`src/rtl/pcap_pkg.sv`:
```
package pcap_pkg;
  typedef enum logic [1:0] {
    ST_IDLE = 2'd0,
    ST_WAIT = 2'd1,
    ST_LINE = 2'd2,
    ST_GAP  = 2'd3
  } cap_state_e;
endpackage

```
`src/rtl/pcap_sample.sv`:
```
// Falling-edge input register: the sensor launches on the rising edge.
module pcap_sample #(
  parameter int PIX_W  = 10,
  parameter int GREY_W = 8
) (
  input  logic              clk,
  input  logic              rst,
  input  logic              fv_in,
  input  logic              lv_in,
  input  logic [PIX_W-1:0]  pix_in,
  output logic              s_fv,
  output logic              s_lv,
  output logic [GREY_W-1:0] s_grey
);
  localparam int DROP_W = PIX_W - GREY_W;

  logic [DROP_W-1:0] unused_low;
  assign unused_low = pix_in[DROP_W-1:0];

  always_ff @(negedge clk) begin
    if (rst) begin
      s_fv   <= 1'b0;
      s_lv   <= 1'b0;
      s_grey <= '0;
    end else begin
      s_fv   <= fv_in;
      s_lv   <= lv_in;
      s_grey <= pix_in[PIX_W-1 -: GREY_W];
    end
  end
endmodule

```
`src/rtl/pcap_track.sv`:
```
// Frame/line state machine, row/column counters and decimation decision.
module pcap_track
  import pcap_pkg::*;
#(
  parameter int COLS = 1280,
  parameter int ROWS = 1024
) (
  input  logic clk,
  input  logic rst,
  input  logic skip_en,
  input  logic s_fv,
  input  logic s_lv,
  output logic keep,
  output logic line_end,
  output logic frame_start,
  output logic frame_end
);
  localparam int CW = $clog2(COLS + 1);
  localparam int RW = $clog2(ROWS + 1);

  cap_state_e    state, state_nx;
  logic [CW-1:0] col_cnt;
  logic [RW-1:0] row_cnt;
  logic          skip_q;
  logic          skip_eff;
  logic          pix_ok;

  assign pix_ok      = s_fv && s_lv;
  assign skip_eff    = (state == ST_IDLE) ? skip_en : skip_q;
  assign frame_start = (state == ST_IDLE) && s_fv;
  assign frame_end   = (state != ST_IDLE) && !s_fv;
  assign line_end    = (state == ST_LINE) && !pix_ok;
  assign keep        = pix_ok && (!skip_eff || (!col_cnt[0] && !row_cnt[0]));

  always_comb begin
    state_nx = state;
    case (state)
      ST_IDLE: if (s_fv) state_nx = s_lv ? ST_LINE : ST_WAIT;
      ST_WAIT,
      ST_GAP:  if (!s_fv) state_nx = ST_IDLE;
               else if (s_lv) state_nx = ST_LINE;
      ST_LINE: if (!s_fv) state_nx = ST_IDLE;
               else if (!s_lv) state_nx = ST_GAP;
      default: state_nx = ST_IDLE;
    endcase
  end

  always_ff @(posedge clk) begin
    if (rst) begin
      state   <= ST_IDLE;
      col_cnt <= '0;
      row_cnt <= '0;
      skip_q  <= 1'b0;
    end else begin
      state <= state_nx;
      if (state == ST_IDLE) skip_q <= skip_en;
      if (pix_ok) col_cnt <= col_cnt + CW'(1);
      else        col_cnt <= '0;
      if (!s_fv)         row_cnt <= '0;
      else if (line_end) row_cnt <= row_cnt + RW'(1);
    end
  end

  // being inside a line implies both strobes were seen high
  a_r1_line_state: assert property (@(posedge clk) disable iff (rst)
    (state == ST_LINE) |-> $past(s_fv && s_lv));

  // column index advances by one per valid pixel
  a_r6_col_step: assert property (@(posedge clk) disable iff (rst)
    (s_fv && s_lv) |=> (col_cnt == $past(col_cnt) + CW'(1)));

  // column index restarts between lines
  a_r6_col_restart: assert property (@(posedge clk) disable iff (rst)
    (state == ST_GAP) |-> (col_cnt == '0));
endmodule

```
`src/rtl/pcap_pack.sv`:
```
// Pairs grey pixels into words, flushes odd tails, tags frame boundaries.
module pcap_pack #(
  parameter int GREY_W = 8
) (
  input  logic                clk,
  input  logic                rst,
  input  logic                keep,
  input  logic                line_end,
  input  logic                frame_start,
  input  logic                frame_end,
  input  logic [GREY_W-1:0]   s_grey,
  output logic [2*GREY_W-1:0] word_data,
  output logic                word_wr,
  output logic                sof,
  output logic                eof
);
  logic [GREY_W-1:0] low_byte;
  logic              half;
  logic              sof_pend;

  always_ff @(posedge clk) begin
    if (rst) begin
      word_data <= '0;
      word_wr   <= 1'b0;
      sof       <= 1'b0;
      eof       <= 1'b0;
      low_byte  <= '0;
      half      <= 1'b0;
      sof_pend  <= 1'b0;
    end else begin
      word_wr <= 1'b0;
      sof     <= 1'b0;
      eof     <= frame_end;
      if (keep) begin
        if (!half) begin
          low_byte <= s_grey;
          half     <= 1'b1;
        end else begin
          word_data <= {s_grey, low_byte};
          word_wr   <= 1'b1;
          sof       <= sof_pend;
          sof_pend  <= 1'b0;
          half      <= 1'b0;
        end
      end else if (line_end && half) begin
        word_data <= {{GREY_W{1'b0}}, low_byte};
        word_wr   <= 1'b1;
        sof       <= sof_pend;
        sof_pend  <= 1'b0;
        half      <= 1'b0;
      end
      if (frame_start)    sof_pend <= 1'b1;
      else if (frame_end) sof_pend <= 1'b0;
    end
  end

  // the frame tag only rides on a written word
  a_r8_sof_with_wr: assert property (@(posedge clk) disable iff (rst)
    sof |-> word_wr);

  // end-of-frame lasts a single cycle
  a_r9_eof_single: assert property (@(posedge clk) disable iff (rst)
    eof |=> !eof);

  // a word needs an accepted pixel or a line end one cycle earlier
  a_r11_wr_cause: assert property (@(posedge clk) disable iff (rst)
    word_wr |-> $past(keep || line_end));

  // strobes never back to back
  a_r11_no_back_to_back: assert property (@(posedge clk) disable iff (rst)
    word_wr |=> !word_wr);

  // flush word carries zero in its upper byte
  a_r5_flush_zero: assert property (@(posedge clk) disable iff (rst)
    (word_wr && $past(line_end)) |-> (word_data[2*GREY_W-1:GREY_W] == '0));
endmodule

```
`src/rtl/pix_capture_pack.sv`:
```
module pix_capture_pack #(
  parameter int PIX_W  = 10,
  parameter int GREY_W = 8,
  parameter int COLS   = 1280,
  parameter int ROWS   = 1024
) (
  input  logic                pix_clk,
  input  logic                rst,
  input  logic                skip_en,
  input  logic                fv_in,
  input  logic                lv_in,
  input  logic [PIX_W-1:0]    pix_in,
  output logic [2*GREY_W-1:0] word_data,
  output logic                word_wr,
  output logic                sof,
  output logic                eof
);
  logic              s_fv, s_lv;
  logic [GREY_W-1:0] s_grey;
  logic              keep, line_end, frame_start, frame_end;

  pcap_sample #(.PIX_W(PIX_W), .GREY_W(GREY_W)) u_sample (
    .clk(pix_clk), .rst(rst), .fv_in(fv_in), .lv_in(lv_in), .pix_in(pix_in),
    .s_fv(s_fv), .s_lv(s_lv), .s_grey(s_grey)
  );

  pcap_track #(.COLS(COLS), .ROWS(ROWS)) u_track (
    .clk(pix_clk), .rst(rst), .skip_en(skip_en), .s_fv(s_fv), .s_lv(s_lv),
    .keep(keep), .line_end(line_end), .frame_start(frame_start),
    .frame_end(frame_end)
  );

  pcap_pack #(.GREY_W(GREY_W)) u_pack (
    .clk(pix_clk), .rst(rst), .keep(keep), .line_end(line_end),
    .frame_start(frame_start), .frame_end(frame_end), .s_grey(s_grey),
    .word_data(word_data), .word_wr(word_wr), .sof(sof), .eof(eof)
  );

  // reset leaves all strobes low on the following edge
  a_r10_reset_quiet: assert property (@(posedge pix_clk)
    rst |=> (!word_wr && !sof && !eof));
endmodule

```
`config.mk`:
```
export PLATFORM = sky130hd
export DESIGN_NAME = pix_capture_pack
export DESIGN_NICKNAME = d
export VERILOG_FILES = /design/src/rtl/pcap_pkg.sv /design/src/rtl/pcap_sample.sv /design/src/rtl/pcap_track.sv /design/src/rtl/pcap_pack.sv /design/src/rtl/pix_capture_pack.sv
export SDC_FILE = /design/constraint.sdc
export NUM_CORES = 1
export LEC_CHECK = 0
export ABC_CLOCK_PERIOD_IN_PS = 3900
export BUFFER_PORTS_ARGS = -buffer_cell sky130_fd_sc_hd__buf_2
export CORE_ASPECT_RATIO = 0.6
export CORE_MARGIN = 4
export CORE_UTILIZATION = 56
export CTS_BUF_LIST = sky130_fd_sc_hd__clkbuf_16
export DETAILED_ROUTE_END_ITERATION = 16
export PLACE_DENSITY = 0.82
export RECOVER_POWER = 100
export SETUP_SLACK_MARGIN = 0.15
export SLEW_MARGIN = 20
export SYNTH_ARGS = -nofsm -noshare
export SYNTH_HDL_FRONTEND = slang
export SYNTH_SLANG_ARGS = --single-unit
```
`constraint.sdc`:
```
create_clock -name pix_clk -period 3.9 [get_ports pix_clk]
set_input_delay 0.39 -clock pix_clk [delete_from_list [all_inputs] [get_ports pix_clk]]
set_output_delay 0.39 -clock pix_clk [all_outputs]
set_load 0.05 [all_outputs]
```
==> metrics <==
Routability Congestion=0.8240; final setup fails=0; largest net degree at the start of global routing=35; ys async rst share=0%; antenna violations before repair=0; Hold Buf Count CTS=0; vias per cell=5.201; Syn Inst Count=135; post-CTS sizing=0; top cells by area, synth=dfxtp_1 55%, nand2b_1 6.6%, mux2i_1 5.0%, a22o_1 4.4%, a22o_2 4.4%; Setup CP Type=reg -> reg; Slew Limit Fails=0; Setup TNS=0 ps; share of layout cells above drive strength 1=20.90%; Antenna Cells=0; RSZ-0062 raised after global routing=false; setup bufs post-CTS=0; top_reg_cell synth=dfxtp_1; total CTS buffers=5; clock root cell=clkbuf_16; endpoints failing hold=0; 1st-pass router iterations=4; DRT antenna net count=0; final setup margin=300.5 ps; CTS Sinks=44; PwrDens=501.6 nW/um2; Slew @ Worst Pin=1311 ps; leakage=0.7429 nW; drt wl/cell=14.56 um; Synth Cell Area=1604 um2; Max VDD drop=315.8 uV; Core Area=2610 um2; relative slew slack=12.62%; Worst EP required=4070 ps; fill count=207; Yosys top cell area share=54.91%; nets=192; Total Wirelength=3044 um; post-synthesis register bit count=44; Mean Syn Cell Area=11.88 um2; vias in the first global route=1046; clk_skew=78.50 ps; pre-CTS setup slack=439.1 ps; Area growth, synth to finish=17.78%; Clk Latency, worst-skew pair=360 ps; cell taking the most area after synthesis=dfxtp_1; grt total ovfl=0; Starting Density=61.46%; CTS tree=yes; critical path capture point type=flop; Clock Tree Buf Depth=2; hold crit path type=reg -> reg; synth warn=0; Post-synth top cells=44 x dfxtp_1, 17 x nand2b_1, 11 x nor2b_1; critical path peak fanout=17; Max-Cap Viols=0; status=completed; port buffer count=31; Iter 0 DRT Violations=64; HPWL after detailed placement=2132 um; first-pass GRT wire length=5078 um; H-Tree Depth=2; number of synthesized flops with an enable pin=0; most frequent cell after synthesis=dfxtp_1; arrival time worst endpoint=3770 ps; DIE AREA=3813 um2; GRT Util Overall=17.78%; CP Launch Type=flop; syn_nets=150; vias=1087; sequential element share of the synthesized area=54.91%; Remaining DRCs=0; Die X=77.10 um; row cnt=14; die height=49.46 um; Yosys cell types=32; Reg clk slew, reported paths=60 ps; # IOs=34
-- cell type report --
type,count,area [um2],area share [%]
clock buffers,5,125.1,6.623
well taps,32,40.04,2.119
flip-flops and latches,44,880.8,46.62
multi-input cells,84,655.6,34.70
repair buffers,32,137.6,7.285
clock inverters,12,50.05,2.649
-- registers in the layout, summed over array words and instances, names as in the netlist, 2 cells and up --
signal	count
u_pack.word_data	16
u_track.state	2
u_pack.low_byte	8
u_sample.s_grey	8
-- placed cells by master (no fill, tap or decap), types with 2 or more instances in the layout --
| master | synthesis | routed |
|---|---|---|
| dfxtp_1 | 44 | 44 |
| clkbuf_1 | 3 | 20 |
| nand2b_1 | 17 | 17 |
| nor2b_1 | 11 | 11 |
| buf_2 | 0 | 11 |
| inv_1 | 1 | 10 |
| a22o_1 | 8 | 8 |
| mux2i_1 | 8 | 8 |
| a22o_2 | 7 | 8 |
| nor2_1 | 7 | 7 |
| clkbuf_16 | 0 | 5 |
| o211ai_1 | 2 | 2 |
| a21oi_1 | 2 | 2 |
| nor4b_4 | 2 | 2 |
| or2_2 | 2 | 2 |
| nor3b_1 | 2 | 2 |
| inv_4 | 0 | 2 |
-- path summary, 6_finish.rpt --
kind / to / startpoint / cells past startpoint / slack (ps)
min: u_track.col_cnt[0] / u_track.col_cnt[0] / 1 / 450
max: u_pack.word_data[9] / u_sample.s_lv / 5 / 300
min reg2reg: u_track.col_cnt[0] / u_track.col_cnt[0] / 1 / 450
max reg2reg: u_pack.word_data[9] / u_sample.s_lv / 5 / 300
-- routing by layer --
layer / global-route usage [%] / wire (um) / part of all wire, %
met1: 23.27 / 1467 / 48
met2: 26.88 / 1315 / 43
met3: 5.818 / 221 / 7.3
met4: 7.988 / 39 / 1.3
met5: 0 / 0 / 0
-- where the power goes --
group          switching [mW]  internal, mW  leakage (nW)
Combinational          0.0248        0.0209         0.261
Clock                   0.183         0.248         0.124
Sequential            0.00940         0.462         0.358
Total                   0.218         0.730         0.743
-- kinds of logic (layout without fill, tap and decap cells) --
group | after synthesis | count (layout) | share of synthesized area [%]
AND/OR/NAND/NOR | 48 | 48 | 20.98
flip-flops | 44 | 44 | 54.91
buffers and inverters | 7 | 49 | 3.588
XOR/XNOR | 1 | 1 | 0.5461
AO/OA/AOI/OAI | 27 | 27 | 14.98
multiplexers | 8 | 8 | 4.992
-- worst max-delay path: stages (launching register included) --
cell	delay (ps)
dfxtp_1	440
and2_2	200
o31ai_1	100
or2_1	270
buf_4	190
a22o_2	270
-- through the flow --
stage	std cells	total power [mW]	instance area [um2]	hold slack (ps)	util [%]
after floorplan	135	0.5346	1604	422.7	-
after global placement	193	0.5411	1753	435.0	67.16
after detailed placement	193	0.5440	1753	444.7	67.16
after CTS	209	0.9580	1924	453.3	73.73
after global routing	209	0.9985	1889	467.3	72.39
final	209	0.9477	1889	449.6	72.39
Note: power is estimated with default switching activity, not from simulation.
